<file path="config.mk">
export PLATFORM = sky130hd
export DESIGN_NAME = intg_timing_ctrl
export DESIGN_NICKNAME = d
export VERILOG_FILES = /design/src/rtl/intg_pkg.sv /design/src/rtl/intg_ctrl.sv /design/src/rtl/intg_datapath.sv /design/src/rtl/intg_timing_ctrl.sv
export SDC_FILE = /design/constraint.sdc
export NUM_CORES = 1
export LEC_CHECK = 0
export ABC_AREA = 1
export BUFFER_PORTS_ARGS = -buffer_cell sky130_fd_sc_hd__buf_2
export CAP_MARGIN = 25
export CORE_MARGIN = 2
export CORE_UTILIZATION = 40
export DETAILED_ROUTE_END_ITERATION = 10
export HOLD_SLACK_MARGIN = 0.05
export SETUP_SLACK_MARGIN = 0.4
export SYNTH_ARGS = -nofsm -noshare
export SYNTH_HDL_FRONTEND = slang
export SYNTH_HIERARCHICAL = 1
export SYNTH_SLANG_ARGS = --single-unit
</file>
<file path="constraint.sdc">
create_clock -name clk -period 1.8 [get_ports clk]
set_input_delay 0.27 -clock clk [delete_from_list [all_inputs] [get_ports clk]]
set_output_delay 0.27 -clock clk [all_outputs]
set_load 0.05 [all_outputs]
</file>
<file path="src/rtl/intg_pkg.sv">
package intg_pkg;

  localparam logic [1:0] POWER_ON = 2'b11;

  typedef enum logic [1:0] {
    SEL_SHORT  = 2'b00,
    SEL_MID    = 2'b01,
    SEL_LONG   = 2'b10,
    SEL_MANUAL = 2'b11
  } intgSel_e;

  // strobes from the control to the datapath
  typedef struct packed {
    logic capture;   // window closed normally: pulse done and latch results
  } intgStrobe_t;

endpackage

</file>
<file path="src/rtl/intg_ctrl.sv">
module intg_ctrl
  import intg_pkg::*;
#(
  parameter int unsigned LEN_SHORT = 137,
  parameter int unsigned LEN_MID   = 1010,
  parameter int unsigned LEN_LONG  = 4020
) (
  input  logic        clk,
  input  logic        rstN,
  input  logic [1:0]  powerBits,
  input  logic [1:0]  integSel,
  input  logic        manualBit,
  output logic        windowOpen,
  output intgStrobe_t strobe
);

  localparam int unsigned LEN_MAX01 = (LEN_SHORT > LEN_MID) ? LEN_SHORT : LEN_MID;
  localparam int unsigned LEN_MAX   = (LEN_MAX01 > LEN_LONG) ? LEN_MAX01 : LEN_LONG;
  localparam int unsigned CNT_W     = (LEN_MAX > 2) ? $clog2(LEN_MAX) : 1;

  logic             powered;
  logic             selHeld;
  logic             manualMode;
  logic [1:0]       selQ;
  logic [CNT_W-1:0] tickCnt;
  logic [CNT_W-1:0] tickCntNxt;
  logic [CNT_W-1:0] lastTick;
  logic             windowOpenNxt;

  assign powered    = (powerBits == POWER_ON);
  assign selHeld    = (integSel == selQ);
  assign manualMode = (integSel == SEL_MANUAL);

  // last tick index of the selected preset window
  always_comb begin
    unique case (integSel)
      SEL_SHORT: lastTick = CNT_W'(LEN_SHORT - 1);
      SEL_MID:   lastTick = CNT_W'(LEN_MID - 1);
      SEL_LONG:  lastTick = CNT_W'(LEN_LONG - 1);
      default:   lastTick = '0;
    endcase
  end

  always_comb begin
    windowOpenNxt  = windowOpen;
    tickCntNxt     = tickCnt;
    strobe         = '0;
    if (!powered || !selHeld) begin
      // power off or select just changed: discard any open window
      windowOpenNxt = 1'b0;
      tickCntNxt    = '0;
    end else if (!manualMode) begin
      if (!windowOpen) begin
        windowOpenNxt = 1'b1;
        tickCntNxt    = '0;
      end else if (tickCnt == lastTick) begin
        strobe.capture = 1'b1;
        tickCntNxt     = '0;
      end else begin
        tickCntNxt = tickCnt + 1'b1;
      end
    end else begin
      tickCntNxt = '0;
      if (!windowOpen && manualBit) begin
        windowOpenNxt = 1'b1;
      end else if (windowOpen && !manualBit) begin
        windowOpenNxt  = 1'b0;
        strobe.capture = 1'b1;
      end
    end
  end

  always_ff @(posedge clk) begin
    if (!rstN) begin
      windowOpen <= 1'b0;
      tickCnt    <= '0;
      selQ       <= SEL_SHORT;
    end else begin
      windowOpen <= windowOpenNxt;
      tickCnt    <= tickCntNxt;
      selQ       <= integSel;
    end
  end

  AST_CNT_IN_WINDOW: assert property (@(posedge clk) disable iff (!rstN)
    (powered && selHeld && windowOpen && !manualMode) |-> (tickCnt <= lastTick));

  AST_UNPOWERED_IDLE: assert property (@(posedge clk) disable iff (!rstN)
    !powered |=> !windowOpen);

  AST_SEL_ABORT: assert property (@(posedge clk) disable iff (!rstN)
    (powered && !selHeld) |=> !windowOpen);

  AST_MANUAL_START: assert property (@(posedge clk) disable iff (!rstN)
    (powered && selHeld && manualMode && manualBit && !windowOpen) |=> windowOpen);

endmodule

</file>
<file path="src/rtl/intg_datapath.sv">
module intg_datapath
  import intg_pkg::*;
#(
  parameter int unsigned DATA_W = 16
) (
  input  logic              clk,
  input  logic              rstN,
  input  intgStrobe_t       strobe,
  input  logic [DATA_W-1:0] chan0Acc,
  input  logic [DATA_W-1:0] chan1Acc,
  input  logic              gainBit,
  output logic              convDone,
  output logic [DATA_W-1:0] chan0Result,
  output logic [DATA_W-1:0] chan1Result,
  output logic              gainHigh
);

  assign gainHigh = gainBit;

  always_ff @(posedge clk) begin
    if (!rstN) begin
      convDone    <= 1'b0;
      chan0Result <= '0;
      chan1Result <= '0;
    end else begin
      convDone <= strobe.capture;
      if (strobe.capture) begin
        chan0Result <= chan0Acc;
        chan1Result <= chan1Acc;
      end
    end
  end

  AST_DONE_SINGLE: assert property (@(posedge clk) disable iff (!rstN)
    convDone |=> !convDone);

endmodule

</file>
<file path="src/rtl/intg_timing_ctrl.sv">
module intg_timing_ctrl
  import intg_pkg::*;
#(
  parameter int unsigned DATA_W    = 16,
  parameter int unsigned LEN_SHORT = 137,
  parameter int unsigned LEN_MID   = 1010,
  parameter int unsigned LEN_LONG  = 4020
) (
  input  logic              clk,
  input  logic              rstN,
  input  logic [1:0]        powerBits,
  input  logic [1:0]        integSel,
  input  logic              manualBit,
  input  logic              gainBit,
  input  logic [DATA_W-1:0] chan0Acc,
  input  logic [DATA_W-1:0] chan1Acc,
  output logic              integrateActive,
  output logic              convDone,
  output logic [DATA_W-1:0] chan0Result,
  output logic [DATA_W-1:0] chan1Result,
  output logic              gainHigh
);

  intgStrobe_t strobe;

  intg_ctrl #(
    .LEN_SHORT (LEN_SHORT),
    .LEN_MID   (LEN_MID),
    .LEN_LONG  (LEN_LONG)
  ) i_ctrl (
    .clk        (clk),
    .rstN       (rstN),
    .powerBits  (powerBits),
    .integSel   (integSel),
    .manualBit  (manualBit),
    .windowOpen (integrateActive),
    .strobe     (strobe)
  );

  intg_datapath #(
    .DATA_W (DATA_W)
  ) i_datapath (
    .clk         (clk),
    .rstN        (rstN),
    .strobe      (strobe),
    .chan0Acc    (chan0Acc),
    .chan1Acc    (chan1Acc),
    .gainBit     (gainBit),
    .convDone    (convDone),
    .chan0Result (chan0Result),
    .chan1Result (chan1Result),
    .gainHigh    (gainHigh)
  );

  AST_RESULT_HOLD: assert property (@(posedge clk) disable iff (!rstN)
    !convDone |-> ($stable(chan0Result) && $stable(chan1Result)));

  AST_DONE_NEEDS_WINDOW: assert property (@(posedge clk) disable iff (!rstN)
    convDone |-> $past(integrateActive));

endmodule

</file>
==> reports/qor.yml <==
synth_warnings: 6
drt_iter0_drc: 80
grt.busiest_layer: "met2"
die_h_um: 82.2
switching_share_pct: 22.6
rows: 28
die-area_um2: 6760
antenna_found_initial: 0
num_io_pins: 75
setup_viol: 0
slowest_delay_ns: 0.37
htree_levels: 2
postCtsHoldBufs: 0
combPwrFrac_pct: 10.1
met3_usage_pct: 4.02
io_buffers: 72
yosysTopAreaCell: "dfxtp_1"
cts-root-buf: "clkbuf_8"
holdWs_ns: 0.256
timing.final.max_slew_violations: 0
path_clk_slew_ns: 0.09
netlist_instances: 366
crit_required_ns: 2.01
synth_top_area_share_pct: 39.3
core-area_um2: 5920
synth_area_leaders: "dfxtp_1, nand2_1, nor2_1, inv_1, nor2_2"
p_clk_share_pct: 42.4
synth_area_um2: 2450
worst_pin_slew_ns: 0.380
slew_headroom_pct: 74.7
worstPathMaxFanout: 8
finalPower_mw: 2.22
ys_seq_area_share_pct: 39.3
cp.depth: 11
place.detailed.instances: 513
min_to: "i_datapath/chan1Result[4]$_SDFFE_PN0P_"
cp-start-kind: "register"
clock.fmax_ghz: 0.675
synth-seq-cells: 48
die_w_um: 82.2
grt_max_degree: 37
seqPwrFrac_pct: 47.5
gp_congestion: 0.827
dpl.hpwl_um: 3720
status: "finished, final reports clean"
fin_ws_ns: 0.317
cts_sinks: 48
r2r-end: "i_datapath/chan0Result[5]$_SDFFE_PN0P_"
cp.arrival_ns: 1.69
power_switching_mw: 0.502
viasPerCell: 4.43
cap_violations: 0
ir_worst_vdd_v: 0.000403
drive_gt1_share_pct: 42.5
rrSetupSlack_ns: 0.32
power.density_nw_per_um2: 629
grt_pass1_vias: 1933
hold_class: "in -> reg"
place_ws_ns: -0.100
setup_tns_ns: 0
synth.avg_cell_area_um2: 6.68
synth_flop_cell: "dfxtp_1"
syn_nets: 412
wl_per_cell_um: 10.6
use_met1_pct: 19.5
async_flop_share_pct: 0
worstSkewPairLatency_ns: 0.30
slowest_stage: "dfxtp_4"
n_antenna_cell: 0
grt_util_met2_pct: 26.5
stdcell_count: 538
synthToLayoutAreaGrowth_pct: 44.4
grt_usage_pct: 15.6
cts_tree: "yes"
crit_family: "simple AND/OR/NAND/NOR gates"
layout.nets: 508
hold_depth: 5
ys_types: 21
cts_buffers: 5
holdCritStartpoint: "chan1Acc[4]"
reg2reg_depth: 11
synth-edff-count: 0
endpoint_kind: "register"
p_int_mw: 1.72
dr_total_vias: 2385
synth_most_common_cell: "nand2_1"
drc_errors: 0
grt_pass1_wl_um: 8250
rr_startpoint: "i_ctrl/tickCnt[9]$_SDFF_PP0_"
cp_num_buf_inv: 1
firstDrtPassIters: 4
clock_skew_ns: 0.0104
rsz0062_at_grt: "yes"
netlist_top_cells_count: "nand2_1, nor2_1, inv_1"
path_cells: "nor2_2 > nor2_1 > nor2_1 > nand2_1 > nor2_2 > nand3_4 > nand2_8 > clkbuf_16 > nand2_1 > nand2_1 > nor2_1"
fin_crit_sh_pct: 82.4
initial_core_util_pct: 41.3
leakage_nw: 1.77
wl_um: 5690
setup.worst_path.class: "reg -> reg"
fin_crit_ns: 1.48
grt-ovfl-total: 0
hold_viol_final: 0
clk_path_buf_depth: 2
drtAntennaViolNets: 0
worst max path at each step:
stage,from,endpoint,slack [ns]
final,i_ctrl/tickCnt[9]$_SDFF_PP0_,i_datapath/chan0Result[5]$_SDFFE_PN0P_,0.32
after global routing,i_ctrl/tickCnt[2]$_SDFF_PP0_,i_datapath/chan0Result[14]$_SDFFE_PN0P_,0.18
after CTS,i_ctrl/tickCnt[11]$_SDFF_PP0_,i_datapath/chan1Result[11]$_SDFFE_PN0P_,0.32
after detailed placement,integSel[0],i_datapath/chan0Result[13]$_SDFFE_PN0P_,-0.10
after global placement,integSel[0],i_datapath/chan0Result[14]$_SDFFE_PN0P_,-0.07
after floorplan,integSel[0],i_datapath/chan0Result[0]$_SDFFE_PN0P_,0.22
area by class of cell:
| class | instances | area [um2] |
|---|---|---|
| fill | 550 | 2390 |
| timing repair buffer | 103 | 729 |
| sequential | 48 | 997 |
| clock inverter | 3 | 68.8 |
| clock buffer | 5 | 68.8 |
| tap | 75 | 93.8 |
| inverter | 55 | 224 |
| multi-input combinational | 249 | 1350 |
kinds of logic after synthesis:
family / after synthesis / share of synthesized area [%]
simple gates: 224 / 38.2
buf+inv: 70 / 13.5
flops: 48 / 39.3
xor+xnor: 15 / 5.37
fa+ha+maj: 6 / 3.07
compound gates: 3 / 0.614
registers in the layout, indices dropped and copies added, names as in the netlist:
name	flops
i_datapath/chan0Result	16
i_datapath/chan1Result	16
i_ctrl/tickCnt	12
i_ctrl/selQ	2
i_ctrl/windowOpen	1
i_datapath/convDone	1
placed cells by master (no fill, tap or decap), types with 6 or more instances in the layout:
cell,n
nand3_1,7
inv_2,6
dfxtp_1,35
buf_4,19
dfxtp_4,8
xnor2_1,7
buf_2,70
nor2_1,81
buf_6,7
nand2_1,77
nor2_2,17
inv_1,47
nand2_2,29
power groups by stage:
stage | registers (mW) | logic, mW | clock network [mW]
global placement | 1.09 | 0.194 | 0
floorplan | 1.09 | 0.122 | 0
CTS | 1.06 | 0.202 | 0.973
detailed placement | 1.09 | 0.195 | 0
global route | 1.06 | 0.251 | 1.02
finish | 1.06 | 0.225 | 0.941
worst reg2reg max path, cell delays in order (launching register included):
cell and delay [ns]:
dfxtp_4 0.37, nor2_2 0.10, nor2_1 0.04, nor2_1 0.08, nand2_1 0.08, nor2_2 0.16, nand3_4 0.13, nand2_8 0.13
clkbuf_16 0.16, nand2_1 0.05, nand2_1 0.06, nor2_1 0.04
repair_timing:
item / CTS / global route
setup buffers: 7 / 4
gates resized for setup: 30 / 52
cloned: 2 / 4
setup endpoints to repair: 45 / 45
pin swaps: 5 / 25
stage by stage:
stage,cell area (um2),util [%]
floorplan,2500,-
detailed placement,2960,50.0
CTS,3250,54.8
global placement,2960,50.0
finish,3530,59.7
global route,3530,59.7
metal layers:
layer  wire length, um  up-vias
li1                  -     1259
met1              2600     1058
met2              2720       62
met3               308        6
met4                58        0
met5                 0        -
(Power assumes the default switching activity.)
